===== src/rtl/mem_read_cmd.sv =====
module mem_read_cmd #(
  parameter int DW        = 8,
  parameter int MEM_BYTES = 128,
  parameter int PAGE      = 32,
  parameter int STAT      = 8,
  parameter int ID_BYTES  = 8
) (
  input  logic                         clk,
  input  logic                         rst_n,
  input  logic                         bus_reset,
  input  logic                         rx_valid,
  input  logic [DW-1:0]                rx_byte,
  input  logic                         tx_req,
  output logic                         tx_valid,
  output logic [DW-1:0]                tx_byte,
  input  logic [ID_BYTES*DW-1:0]       id_word,
  output logic [$clog2(MEM_BYTES)-1:0] mem_addr,
  input  logic [DW-1:0]                mem_data,
  output logic [$clog2(STAT)-1:0]      stat_addr,
  input  logic [DW-1:0]                stat_data
);
  localparam int AW = $clog2(MEM_BYTES);
  localparam int PW = $clog2(PAGE);
  localparam int SW = $clog2(STAT);
  localparam int IW = $clog2(ID_BYTES);

  typedef enum logic [3:0] {
    S_ROM, S_FUNC, S_ALO, S_AHI, S_HDR, S_DATA, S_DCRC, S_IDRD, S_PROF, S_DONE, S_IDLE
  } st_t;
  typedef enum logic [1:0] {M_FLD, M_PAGE, M_STAT} md_t;

  st_t            st;
  md_t            md;
  logic [DW-1:0]  crc, alo, ahi;
  logic [AW-1:0]  ptr;
  logic [IW-1:0]  icnt;
  logic           fin;

  function automatic logic [DW-1:0] crc8(input logic [DW-1:0] c, input logic [DW-1:0] d);
    logic [DW-1:0] r;
    r = c;
    for (int i = 0; i < DW; i++) begin
      if (r[0] ^ d[i]) r = (r >> 1) ^ 8'h8C;
      else             r = r >> 1;
    end
    return r;
  endfunction

  assign mem_addr  = ptr;
  assign stat_addr = ptr[SW-1:0];

  wire [DW-1:0] dbyte  = (md == M_STAT) ? stat_data : mem_data;
  wire          oor    = (ahi != '0) ||
                         ((md == M_STAT) ? (alo >= DW'(STAT)) : (alo >= DW'(MEM_BYTES)));
  wire          at_end = (md == M_STAT) ? (ptr[SW-1:0] == SW'(STAT-1)) :
                         (md == M_PAGE) ? (ptr[PW-1:0] == PW'(PAGE-1)) :
                                          (ptr == AW'(MEM_BYTES-1));
  wire          last   = (md == M_STAT) ? (ptr[SW-1:0] == SW'(STAT-1)) :
                                          (ptr == AW'(MEM_BYTES-1));

  logic [DW-1:0] out_byte;
  always_comb begin
    case (st)
      S_HDR, S_DCRC: out_byte = crc;
      S_DATA:        out_byte = dbyte;
      S_IDRD:        out_byte = id_word[icnt*DW +: DW];
      S_PROF:        out_byte = 8'h55;
      default:       out_byte = '1;
    endcase
  end

  always_ff @(posedge clk or negedge rst_n) begin
    if (!rst_n) begin
      tx_valid <= 1'b0;
      tx_byte  <= '1;
    end else begin
      tx_valid <= tx_req && !bus_reset;
      if (tx_req && !bus_reset) tx_byte <= out_byte;
    end
  end

  always_ff @(posedge clk or negedge rst_n) begin
    if (!rst_n) begin
      st <= S_IDLE; md <= M_FLD; crc <= '0; alo <= '0; ahi <= '0;
      ptr <= '0; icnt <= '0; fin <= 1'b0;
    end else if (bus_reset) begin
      st <= S_ROM; crc <= '0; icnt <= '0; fin <= 1'b0; ptr <= '0;
    end else begin
      case (st)
        S_ROM: if (rx_valid) begin
          if (rx_byte == 8'h33)      st <= S_IDRD;
          else if (rx_byte == 8'hCC) st <= S_FUNC;
          else                       st <= S_IDLE;
        end
        S_FUNC: if (rx_valid) begin
          crc <= crc8('0, rx_byte);
          case (rx_byte)
            8'hF0:   begin md <= M_FLD;  st <= S_ALO; end
            8'hC3:   begin md <= M_PAGE; st <= S_ALO; end
            8'hAA:   begin md <= M_STAT; st <= S_ALO; end
            8'h99:   st <= S_PROF;
            default: st <= S_IDLE;
          endcase
        end
        S_ALO: if (rx_valid) begin
          alo <= rx_byte; crc <= crc8(crc, rx_byte); st <= S_AHI;
        end
        S_AHI: if (rx_valid) begin
          ahi <= rx_byte; crc <= crc8(crc, rx_byte); st <= S_HDR;
          ptr <= alo[AW-1:0];
        end
        S_HDR: if (tx_req) begin
          crc <= '0;
          fin <= oor;
          st  <= oor ? S_DCRC : S_DATA;
        end
        S_DATA: if (tx_req) begin
          crc <= crc8(crc, dbyte);
          ptr <= ptr + 1'b1;
          if (at_end) begin
            st  <= S_DCRC;
            fin <= last;
          end
        end
        S_DCRC: if (tx_req) begin
          crc <= '0;
          st  <= fin ? S_DONE : S_DATA;
        end
        S_IDRD: if (tx_req) begin
          icnt <= icnt + 1'b1;
          if (icnt == IW'(ID_BYTES-1)) st <= S_DONE;
        end
        S_PROF: if (tx_req) st <= S_DONE;
        default: ;
      endcase
    end
  end
endmodule



===== config.mk =====
export PLATFORM = sky130hd
export DESIGN_NAME = mem_read_cmd
export DESIGN_NICKNAME = d
export VERILOG_FILES = /design/src/rtl/mem_read_cmd.sv
export SDC_FILE = /design/constraint.sdc
export NUM_CORES = 1
export LEC_CHECK = 0
export CAP_MARGIN = 15
export CORE_ASPECT_RATIO = 1.4
export CORE_MARGIN = 4
export CORE_UTILIZATION = 50
export DETAILED_ROUTE_END_ITERATION = 7
export GPL_ROUTABILITY_DRIVEN = 0
export PLACE_DENSITY = 0.92
export REMOVE_ABC_BUFFERS = 1
export SLEW_MARGIN = 10
export SYNTH_ARGS = -nofsm -noshare
export SYNTH_HDL_FRONTEND = slang
export SYNTH_SLANG_ARGS = --single-unit

===== constraint.sdc =====
create_clock -name clk -period 2.3 [get_ports clk]
set_input_delay 0.69 -clock clk [delete_from_list [all_inputs] [get_ports clk]]
set_output_delay 0.69 -clock clk [all_outputs]
set_load 0.02 [all_outputs]

# Word level (Yosys, flattened, before mapping)
# Cells that the tools add are included.
# word_totals
regBits,50
output_inout_bits,19
elab_cells,287
# classes
addsub,2
n_lt_le_gt_ge,2
eq_ne,32
shift,1
n_mux,158
bitwise,60
n_reduce_logical,22
# op_table
cell,count
$mux W8,121
$not A2 Y3,29
$shiftx A64 B7 Y8,1
$mux W4,15
$eq A8 B8 Y1 const B,5
$pmux W8 S5,1
$pmux W4 S9,1
$ne A3 B3 Y1 const B,11
$pmux W8 S4,1
$xor A1 B1 Y1,30
$mux W7,3
$eq A4 B3 Y1 const B,4
$pmux W7 S2,1
$reduce_and A12 Y1,1
$reduce_bool A10 Y1,1
$mux W3,3
$reduce_and A3 Y1,3
$reduce_bool A3 Y1,3
$eq A4 B2 Y1 const B,2
$eq A8 B6 Y1 const B,1
$ge A8 B4 Y1 const B,1
$ge A8 B8 Y1 const B,1
$mux W1,8
$pmux W4 S2,1
26 further kinds,29

# Depth between registers and ports, before layout
# Gate-level depths: netlist of run 1.
# logic_depth
word_depth,42
mapped_depth,9
depth_no_buf,9

# Worst setup path before layout of run 1
# No wires, ideal clock.
# synth_timing
path_type,input-to-reg
from,input port rx_byte[4]
to,register crc[2]
setup_time_ps,131
arrival_time_ps,2170
required_ps,2169
slack_ps,-2
path_stages,6
n_path_buf,1
path_cell_list,buf_2 -> xnor3_1 -> xnor3_2 -> xnor2_1 -> a221oi_2 -> a211oi_2
# synth_between
elab_chain_len,18
# synth_rtl
item,line_no,text
"start, declared",12,"input logic [DW-1:0] rx_byte,"
$xor A1 B1 Y1,43,if (r[0] ^ d[i]) r = (r >> 1) ^ 8'h8C;
$mux W8,43,
"$mux W8, on equally long branches","108, 105, 95",
$mux W8,89,case (st)
$mux W8,86,end else if (bus_reset) begin
$mux W8,43,
"$mux W8, on equally long branches","108, 105, 95",
$mux W8,89,
[... 2 more ...],--,
"$mux W8, on equally long branches","108, 105, 95",
$mux W8,89,
$mux W8,86,
$xor A1 B1 Y1,43,
$mux W8,43,
"$mux W8, on equally long branches","108, 105, 95",
$pmux W8 S5 *,89,
$mux W8 *,86,
"end signal, assigned",96,"crc <= crc8('0, rx_byte);"
"end signal, assigned",118,"crc <= crc8(crc, dbyte);"
"end, declared",34,"logic [DW-1:0] crc, alo, ahi;"
# Mark *: on every way between the ends. The rest lies on a longest branch, timed or not. The select of a mux whose other input is x is not followed.
# A chain may end at the register's enable or synchronous reset.

# Worst setup path after layout of run 1
# layout_timing
from,input port rx_valid
to,register crc[1]
# layout_between
elab_chain_len,2
# layout_rtl
item,line_no,text
"start, declared",11,"input logic rx_valid,"
$ne A3 B3 Y1 (no line),--,
$reduce_and A6 Y1 (no line) *,--,
# Mark *: on every way between the ends. The rest lies on a longest branch, timed or not.

==> results of run 1 <==
layer usage:
metal	vias up	GRT usage
li1	1912	-
met1	2170	0.279
met2	397	0.556
met3	124	0.0721
met4	0	0.181
met5	-	0
layout make-up:
cell class              count  area [um^2]
clock buffers               5          125
multi-input cells         345         3000
well taps                 102          128
fillers                   456         1940
repair buffers            182         1680
flip-flops and latches     50         1260
clock inverters             3         68.8
inverters                  10         37.5
logic make-up after synthesis:
| family | Yosys count | synth area share |
|---|---|---|
| and+or+nand+nor | 127 | 0.144 |
| AOI/OAI and AO/OA | 97 | 0.155 |
| xor gates and xnor gates | 59 | 0.147 |
| muxes | 53 | 0.179 |
| DFF | 50 | 0.298 |
| buffers and inverters | 45 | 0.0507 |
| adders and majority gates | 9 | 0.0265 |
where the power goes:
| group | switching (mW) | total (mW) | leakage, nW | internal (mW) |
|---|---|---|---|---|
| Combinational | 1.55 | 3.13 | 1.98 | 1.57 |
| Clock | 0.357 | 0.983 | 0.0940 | 0.626 |
| Sequential | 0.330 | 1.49 | 0.642 | 1.16 |
flip-flops by register name (all words and copies together), names as in the netlist:
name and flops:
ahi 8, alo 8, crc 8, fin 1, icnt 3, md 2, mem_addr 7, st 4
tx_byte 8, tx_valid 1
through the flow:
| stage | worst slack, ns | utilization |
|---|---|---|
| final | -0.0333 | 0.765 |
| after global routing | -0.105 | 0.765 |
| after CTS | -0.00156 | 0.744 |
| after detailed placement | -0.493 | 0.708 |
| after global placement | -0.390 | 0.708 |
| after floorplan | -0.176 | - |
worst register-to-register path, cell delays in order (launching register included):
cell and delay, ns:
dfrtp_1 0.41, nand2b_2 0.29, buf_4 0.26, mux2i_1 0.37, xnor2_1 0.17, and3_1 0.23, o311ai_2 0.32, a21oi_2 0.12
final timing paths:
check                                         from                 end  slack, ns  cells after the start
worst max-delay path                      rx_valid  crc[1]$_DFFE_PN0P_      -0.03                      8
worst min-delay path                         rst_n  tx_valid$_DFF_PN0_       0.27                      1
worst max register to register   md[1]$_DFFE_PN0P_  crc[3]$_DFFE_PN0P_       0.01                      7
worst min register to register  ahi[1]$_DFFE_PN0P_  ahi[1]$_DFFE_PN0P_       0.49                      2
max in group asynchronous                    rst_n  crc[1]$_DFFE_PN0P_       1.52                      2
min in group clk                ahi[1]$_DFFE_PN0P_  ahi[1]$_DFFE_PN0P_       0.49                      2
synth_stat cells (all sizes together) (12+ instances only):
cell type	count
nand2	40
o21ai	26
dfrtp	40
a21oi	20
xor2	22
buf	18
clkbuf	17
mux2i	25
mux4	16
mux2	12
nand3	13
xnor2	30
nor2	29
repair_timing:
item                                    4_1_cts  5_1_grt
pin swaps                                    12       17
buffers inserted                              1        3
resized for setup                            31       31
endpoints found under the setup margin        8       14
cloned                                        0        0
==> metrics.csv, run 1 <==
stage;metric;value;unit
floorplanning;dieHeight;117;um
logic_synthesis;synth_area;4250;um^2
sta;tightest_slew;0.615;ns
drt;drtIter0Drc;356;
grt;grt.total_usage;0.293;
grt;first_global_vias;4848;
floorplanning;ios;112;
setup_path;crit_buf_inv;3;
grt;grt_pass1_wl;23.0;mm
clock_network;htree_levels;2;
floorplanning;core;8250;um^2
clock_network;cts.path.max_buffers;2;
sta;setup_viol;1;
sta;fin_tns_setup;-0.0333;ns
placed_design;place_area;5840;um^2
setup_path;cp.required;2.49;ns
floorplanning;start_util;0.515;
job;drv_cap;0;
clock_network;clk_pin_slew;0.07;ns
sta;fin_crit_sh;1.01;
layout;layout-drive-gt1-share;0.267;
drt;wl;15.5;mm
clock_network;clk_latency;0.30;ns
layout;final_area;6310;um^2
setup_path;cp_top_family;buffers and inverters;
drt;routed.top_layer;met4;
logic_synthesis;synth_async_sr_flop_share;1.00;
layout;final_cell_mix;clkdlybuf4s50_1 (93), buf_4 (67), nand2_1 (40), dfrtp_1 (40), nor2_1 (28);
sta;hold_viol_final;0;
logic_synthesis;ys_ff_latch;50;
clock_network;root_buffer;clkbuf_16;
logic_synthesis;yosys_warnings;0;
logic_synthesis;seq_area_frac_synth;0.298;
setup_path;slowest_delay;0.55;ns
status;violations;setup timing;
logic_synthesis;synthTopCellsByArea;dfrtp_1 (24%), mux4_2 (8.5%), dfstp_2 (6.2%);
sta;maxSlewViolCount;0;
logic_synthesis;yosysUniqueCellTypes;55;
logic_synthesis;synth_top_area_share;0.236;
sta;whs;0.268;ns
drt;routedWlPerCell;22.3;um
drt;routed-wl-met3;1.41;mm
power;power_density;888;nW/um^2
floorplanning;die_area;10100;um^2
placed_design;portBuffers;111;
grt;antenna_found_initial;0;
setup_path;path_cells;clkdlybuf4s50_1 -> nor2b_1 -> o21ai_0 -> a21oi_1 -> buf_4 -> buf_4 -> nor2_1 -> a311oi_1;
clock_network;hold_buffers;0;
logic_synthesis;synth_flop_cell;dfrtp_1;
logic_synthesis;syn_inst;440;
drt;vias_per_cell;6.60;
grt;grt_max_degree;25;
drt;wl_met1;4.88;mm
setup_path;crit_slowest_cell;clkdlybuf4s50_1;
setup_path;cp-start-kind;input port;
setup_path;arrival;2.52;ns
drt;drc_errors;0;
clock_network;cts_made_buffers;5;
layout;fin_cells;697;
floorplanning;die_x;85.9;um
layout;diodes;0;
power;vdd_ir_drop_max;0.661;mV
sta;rsz0062_at_grt;yes;
drt;dr.pass1.iters;6;
clock_network;tritoncts;done;
layout;syn_to_final_growth;48.5;%
drt;route.antenna.remaining_nets;0;
setup_path;crit_path_end_kind;register;
drt;num_vias;4603;
placed_design;place_hpwl;10.9;mm
setup_path;worstSetupPathType;in -> reg;
status;status;finished, violations left;
layout;final_common_cell;clkdlybuf4s50_1;
setup_path;cp_max_fo;7;
sta;fin_skew;0.0125;ns
setup_path;cp_common_cell;buf_4;
logic_synthesis;yosys.area.top_type;dfrtp_1;
power;p_leak;2.71;nW
logic_synthesis;synth_edf_count;0;
placed_design;placedCellCount;686;
floorplanning;rows;39;
sta;worst_slack;-0.0333;ns
sta;fin_crit;2.33;ns
layout;num-nets-final;696;
drt;met2_length;8.03;mm
logic_synthesis;avgSynthCellArea;9.65;um^2
sta;timing.fmax;0.429;GHz
sta;relSlewSlack;0.586;
power;finalPower;5.60;mW
grt;overflow;0;
clock_network;clkSinkCount;50;
worst_hold_path;min_path_type;in -> async;
Power figures use the tool's default switching activity.
==> run 2, diff against run 1 <==
MAX_ROUTING_LAYER = met4   (was default)
==> run 2 against run 1 <==
Against the previous run: the run now ends clean; clock skew decreased by 0.00092 ns; clock power decreased by 1%; register-to-register slack improved by 0.02 ns; final cell count increased by 0.14%; critical endpoint is now mem_addr[1]$_DFFE_PN0P_; highest routed layer unchanged.
==> metrics.csv, run 2 (synthesis results as in run 1) <==
stage;metric;value;unit;change
placed_design;portBuffers;111;;unchanged
status;status;finished clean;;was finished, violations left
setup_path;slowest_delay;0.54;ns;was 0.55 ns
job;drv_cap;0;;unchanged
floorplanning;rows;39;;unchanged
placed_design;place_hpwl;10.9;mm;unchanged
placed_design;placedCellCount;686;;unchanged
setup_path;path_cells;clkdlybuf4s50_1 -> nor2b_1 -> a21oi_1 -> nor3_1 -> buf_4 -> buf_4 -> nor2_1 -> a311oi_1;;was clkdlybuf4s50_1 -> nor2b_1 -> o21ai_0 -> a21oi_1 -> buf_4 -> buf_4 -> nor2_1 -> a311oi_1
drt;drtIter0Drc;566;;was 356
drt;routedWlPerCell;21.5;um;was 22.3 um
layout;syn_to_final_growth;47.6;%;was 48.5%
sta;setup_viol;0;;was 1
grt;overflow;0;;unchanged
layout;diodes;0;;unchanged
setup_path;cp.required;2.48;ns;was 2.49 ns
grt;grt_max_degree;25;;unchanged
layout;num-nets-final;697;;was 696
floorplanning;die_area;10100;um^2;unchanged
grt;antenna_found_initial;0;;unchanged
floorplanning;ios;112;;unchanged
layout;fillers;466;;was 456
sta;tightest_slew;0.623;ns;was 0.615 ns
setup_path;cp_top_family;buffers and inverters;;unchanged
sta;worst_slack;0.0173;ns;was -0.0333 ns
layout;regArea;1260;um^2;about the same
setup_path;crit_slowest_cell;clkdlybuf4s50_1;;unchanged
worst_hold_path;min_path_type;in -> async;;unchanged
grt;grt.total_usage;0.302;;was 0.293
clock_network;htree_levels;2;;unchanged
clock_network;cts_made_buffers;5;;unchanged
clock_network;cts.path.max_buffers;2;;unchanged
setup_path;cp_common_cell;buf_4;;unchanged
sta;hold_viol_final;0;;unchanged
setup_path;worstSetupPathType;in -> reg;;unchanged
sta;timing.fmax;0.438;GHz;was 0.429 GHz
drt;num_vias;4525;;was 4,603
setup_path;r2r_end;crc[7]$_DFFE_PN0P_;;was crc[3]$_DFFE_PN0P_
clock_network;hold_buffers;0;;unchanged
floorplanning;start_util;0.515;;unchanged
setup_path;r2r_slack;0.03;ns;was 0.01 ns
floorplanning;core;8250;um^2;unchanged
drt;vias_per_cell;6.48;;was 6.60
grt;grt_pass1_wl;23.1;mm;was 23.0 mm
layout;utilization;0.760;;was 0.765
layout;final_common_cell;clkdlybuf4s50_1;;unchanged
drt;dr.pass1.iters;5;;was 6
sta;fin_crit;2.28;ns;was 2.33 ns
floorplanning;die_x;85.9;um;unchanged
setup_path;arrival;2.46;ns;was 2.52 ns
layout;layout-drive-gt1-share;0.258;;was 0.267
setup_path;cp_max_fo;5;;was 7
clock_network;clk_latency;0.30;ns;about the same
setup_path;crit_path_end_kind;register;;unchanged
placed_design;dp_slack;-0.493;ns;unchanged
clock_network;tritoncts;done;;unchanged
power;power_density;877;nW/um^2;was 888 nW/um^2
sta;relSlewSlack;0.581;;was 0.586
clock_network;root_buffer;clkbuf_16;;unchanged
drt;drc_errors;0;;unchanged
setup_path;reg2reg_depth;6;;was 7
setup_path;cp-start-kind;input port;;unchanged
layout;final_cell_mix;clkdlybuf4s50_1 (92), buf_4 (67), nand2_1 (40);;was clkdlybuf4s50_1 (93), buf_4 (67), nand2_1 (40), dfrtp_1 (40), nor2_1 (28)
setup_path;crit_buf_inv;3;;unchanged
clock_network;clkSinkCount;50;;unchanged
clock_network;clk_pin_slew;0.07;ns;about the same
setup_path;r2r_start;crc[1]$_DFFE_PN0P_;;was md[1]$_DFFE_PN0P_
drt;wl;15.0;mm;was 15.5 mm
power;p_leak;2.72;nW;was 2.71 nW
sta;fin_crit_sh;0.992;;was 1.01
layout;multi_input_area;2960;um^2;was 3000 um^2
power;vdd_ir_drop_max;0.645;mV;was 0.661 mV
floorplanning;dieHeight;117;um;unchanged
drt;route.antenna.remaining_nets;0;;unchanged
sta;maxSlewViolCount;0;;unchanged
layout;fin_cells;698;;was 697
grt;first_global_vias;4852;;was 4,848
sta;fin_tns_setup;0;ns;was -0.0333 ns
sta;fin_skew;0.0116;ns;was 0.0125 ns
==> run 2: per-layer routing <==
| metal | vias up | track usage | share of wire |
|---|---|---|---|
| li1 | 1917 | - | - |
| met1 | 2140 | 0.287 | 0.32 |
| met2 | 358 | 0.556 | 0.52 |
| met3 | 110 | 0.0637 | 0.088 |
| met4 | 0 | 0.176 | 0.068 |
| met5 | - | - | 0 |
==> run 2: report_power, final <==
group	leakage, nW	total [mW]	switching, mW	internal (mW)
clock	0.0940	0.973	0.347	0.626
combinational	1.98	3.04	1.48	1.55
sequential	0.641	1.49	0.329	1.16
==> run 2: how the worst max path moves through the flow <==
stage / start / end / slack [ns] / depth (start not counted)
2_1_floorplan: icnt[0]$_DFFE_PN0P_ / st[3]$_DFFE_PN1P_ / -0.18 / 7
3_3_place_gp: rx_byte[4] / crc[2]$_DFFE_PN0P_ / -0.39 / 6
3_5_place_dp: rx_byte[0] / st[3]$_DFFE_PN1P_ / -0.49 / 7
4_1_cts: rx_byte[3] / st[3]$_DFFE_PN1P_ / -0.002 / 7
5_1_grt: rx_valid / crc[6]$_DFFE_PN0P_ / -0.005 / 8
6_report: rx_valid / mem_addr[1]$_DFFE_PN0P_ / 0.02 / 8
==> run 2: area by class of cell <==
cell class,count,area share
Sequential cell,50,0.202
Tap cell,102,0.0204
Multi-Input combinational cell,345,0.473
Clock inverter,3,0.0110
Timing Repair Buffer,183,0.268
Inverter,10,0.00599
Clock buffer,5,0.0200
==> run 2: timing repair <==
| action | in CTS | in global routing |
|---|---|---|
| setup endpoints to repair | 8 | 14 |
| pin swaps | 12 | 13 |
| gates resized for setup | 31 | 27 |
| buffers inserted | 1 | 4 |
==> run 2: stage by stage <==
stage	power (mW)	instance area, um^2	hold WS [ns]
4_1_cts	5.25	6140	0.276
2_1_floorplan	3.08	4070	0.394
5_1_grt	5.76	6270	0.281
3_5_place_dp	4.07	5840	0.479
3_3_place_gp	3.94	5840	0.462
6_report	5.50	6270	0.275
==> run 3, diff against run 2 <==
CORE_UTILIZATION = 51   (was 50)
CTS_BUF_LIST = sky130_fd_sc_hd__clkbuf_4 sky130_fd_sc_hd__clkbuf_8   (was default)
PLACE_DENSITY = 0.93   (was 0.92)
==> run 3 against run 2 <==
Against the previous run: critical path type unchanged; worst setup slack got worse by 0.075 ns; sequential share of layout area rose by 0.27 points; combinational power rose by 2%; worst hold slack improved by 0.080 ns; sequential power barely moved; routed wire length rose by 1.2%; via count fell by 0.42%; the run now ends with setup timing left; power fell by 5.2%; first-iteration DRC count fell by 31%; clock power fell by 34%.
==> metrics.csv, run 3 (synthesis results as in run 1) <==
stage;metric;value;unit;change
worst_hold_path;min_path_type;in -> async;;unchanged
power;power_density;843;nW/um^2;was 877 nW/um^2
floorplanning;dieHeight;116;um;was 117 um
power;swShare;0.414;;was 0.392
drt;dr.pass1.iters;5;;unchanged
placed_design;portBuffers;111;;unchanged
layout;regArea;1260;um^2;about the same
floorplanning;start_util;0.521;;was 0.515
setup_path;cp.required;2.48;ns;about the same
setup_path;crit_path_end_kind;register;;unchanged
grt;grt.total_usage;0.304;;was 0.302
layout;diodes;0;;unchanged
setup_path;arrival;2.54;ns;was 2.46 ns
power;p_sw;2.16;mW;about the same
sta;fin_crit;2.36;ns;was 2.28 ns
setup_path;cp-start-kind;input port;;unchanged
clock_network;root_buffer;clkbuf_8;;was clkbuf_16
grt;grt_pass1_wl;23.0;mm;was 23.1 mm
floorplanning;core;8150;um^2;was 8250 um^2
grt;first_global_vias;4873;;was 4,852
grt;overflow;0;;unchanged
sta;setup_viol;3;;was 0
power;finalPower;5.21;mW;was 5.50 mW
sta;worst_slack;-0.0579;ns;was 0.0173 ns
sta;rsz0062_at_grt;yes;;
clock_network;htree_levels;2;;unchanged
drt;drc_errors;0;;unchanged
layout;syn_to_final_growth;45.6;%;was 47.6%
sta;fin_crit_sh;1.03;;was 0.992
sta;fin_skew;0.00672;ns;was 0.0116 ns
floorplanning;die_x;85.1;um;was 85.9 um
drt;route.antenna.remaining_nets;0;;unchanged
clock_network;tritoncts;done;;unchanged
layout;fin_cells;700;;was 698
floorplanning;ios;112;;unchanged
layout;fillers;474;;was 466
layout;final_area;6180;um^2;was 6270 um^2
placed_design;place_hpwl;11.2;mm;was 10.9 mm
setup_path;cp_max_fo;4;;was 5
clock_network;clk_latency;0.31;ns;was 0.30 ns
layout;utilization;0.758;;was 0.760
clock_network;cts.path.max_buffers;2;;unchanged
power;internal_power;3.06;mW;was 3.34 mW
sta;whs;0.356;ns;was 0.275 ns
drt;wl;15.2;mm;was 15.0 mm
job;drv_cap;0;;unchanged
sta;timing.fmax;0.424;GHz;was 0.438 GHz
drt;vias_per_cell;6.44;;was 6.48
drt;drtIter0Drc;389;;was 566
power;comb_power_share;0.595;;was 0.552
layout;final_cell_mix;clkdlybuf4s50_1 (98), buf_4 (68), dfrtp_1 (40);;was clkdlybuf4s50_1 (92), buf_4 (67), nand2_1 (40)
power;p_clk_frac;0.124;;was 0.177
status;status;finished, violations left;;was finished clean
grt;grt_max_degree;29;;was 25
layout;layout-drive-gt1-share;0.258;;about the same
drt;routedWlPerCell;21.7;um;was 21.5 um
layout;final_common_cell;clkdlybuf4s50_1;;unchanged
placed_design;place_area;5850;um^2;was 5840 um^2
clock_network;clkSinkCount;50;;unchanged
layout;multi_input_area;2930;um^2;was 2960 um^2
status;violations;setup timing;;
floorplanning;rows;39;;unchanged
power;power_frac_seq;0.281;;was 0.271
clock_network;clk_pin_slew;0.10;ns;was 0.07 ns
power;p_leak;2.65;nW;was 2.72 nW
drt;num_vias;4506;;was 4,525
sta;relSlewSlack;0.443;;was 0.581
power;vdd_ir_drop_max;0.447;mV;was 0.645 mV
clock_network;cts_made_buffers;5;;unchanged
grt;antenna_found_initial;0;;unchanged
floorplanning;die_area;9870;um^2;was 10,100 um^2
sta;maxSlewViolCount;0;;unchanged
layout;num-nets-final;699;;was 697
setup_path;worstSetupPathType;in -> reg;;unchanged
placed_design;placedCellCount;686;;unchanged
clock_network;hold_buffers;0;;unchanged
sta;hold_viol_final;0;;unchanged
sta;tightest_slew;0.826;ns;was 0.623 ns
[run 3: cell types whose count changed in the layout (fill, tap and decap cells not counted), moves of 5 or more]
| cell | delta |
|---|---|
| dlymetal6s2s_1 | -5 |
| clkbuf_16 | -5 |
| clkdlybuf4s50_1 | +6 |
| clkbuf_8 | +5 |
[run 3: worst paths after layout]
kind / startpoint / endpoint / slack, ns / cells after the start
setup / recovery: rx_byte[7] / crc[2]$_DFFE_PN0P_ / -0.06 / 7
setup reg to reg: crc[4]$_DFFE_PN0P_ / crc[2]$_DFFE_PN0P_ / 0.04 / 5
max in group asynchronous: rst_n / tx_byte[3]$_DFFE_PN1P_ / 1.33 / 2
hold reg to reg: alo[1]$_DFFE_PN0P_ / alo[1]$_DFFE_PN0P_ / 0.49 / 2
hold / removal: rst_n / ahi[7]$_DFFE_PN0P_ / 0.36 / 1
min in group clk: alo[1]$_DFFE_PN0P_ / alo[1]$_DFFE_PN0P_ / 0.49 / 2
[run 3: routing by layer]
layer  vias up  global-route usage  wire, um
met5         -                   -         0
met4         0               0.200      1250
met3       127              0.0555      1260
met2       361               0.531      7640
met1      2103               0.309      5020
li1       1915                   -         -
[run 3: per-stage QoR]
stage / TNS (ns) / worst slack [ns]
4_1_cts: 0 / 0.00534
3_3_place_gp: -3.70 / -0.390
6_report: -0.0815 / -0.0579
5_1_grt: -0.241 / -0.0795
2_1_floorplan: -0.731 / -0.176
3_5_place_dp: -5.50 / -0.526
[run 3: final cells by class]
cell class	instances	share of cell area
clock buffer	6	0.0123
clock inverter	2	0.00607
inverter	10	0.00607
multi-input combinational	345	0.474
sequential	50	0.204
tap	102	0.0206
timing repair buffer	185	0.276
[run 3: worst max-delay path, stage by stage]
cell and delay (ns):
clkdlybuf4s50_1 0.48, buf_6 0.17, xnor2_2 0.16, xnor3_2 0.41
xnor2_2 0.16, a221oi_2 0.32, a211oi_2 0.13
[run 3: repair_timing]
item                                    in CTS  in global routing
resized for setup                           24                 20
endpoints found under the setup margin       8                 13
setup buffers                                4                  2
pin swaps                                    9                 10
[run 3: power groups by stage]
stage / combinational [mW] / sequential, mW / clock, mW
after global placement: 2.53 / 1.43 / 0
after CTS: 2.87 / 1.44 / 0.649
after floorplan: 1.60 / 1.48 / 0
after detailed placement: 2.68 / 1.45 / 0
final: 3.10 / 1.47 / 0.646
after global routing: 3.24 / 1.49 / 0.686
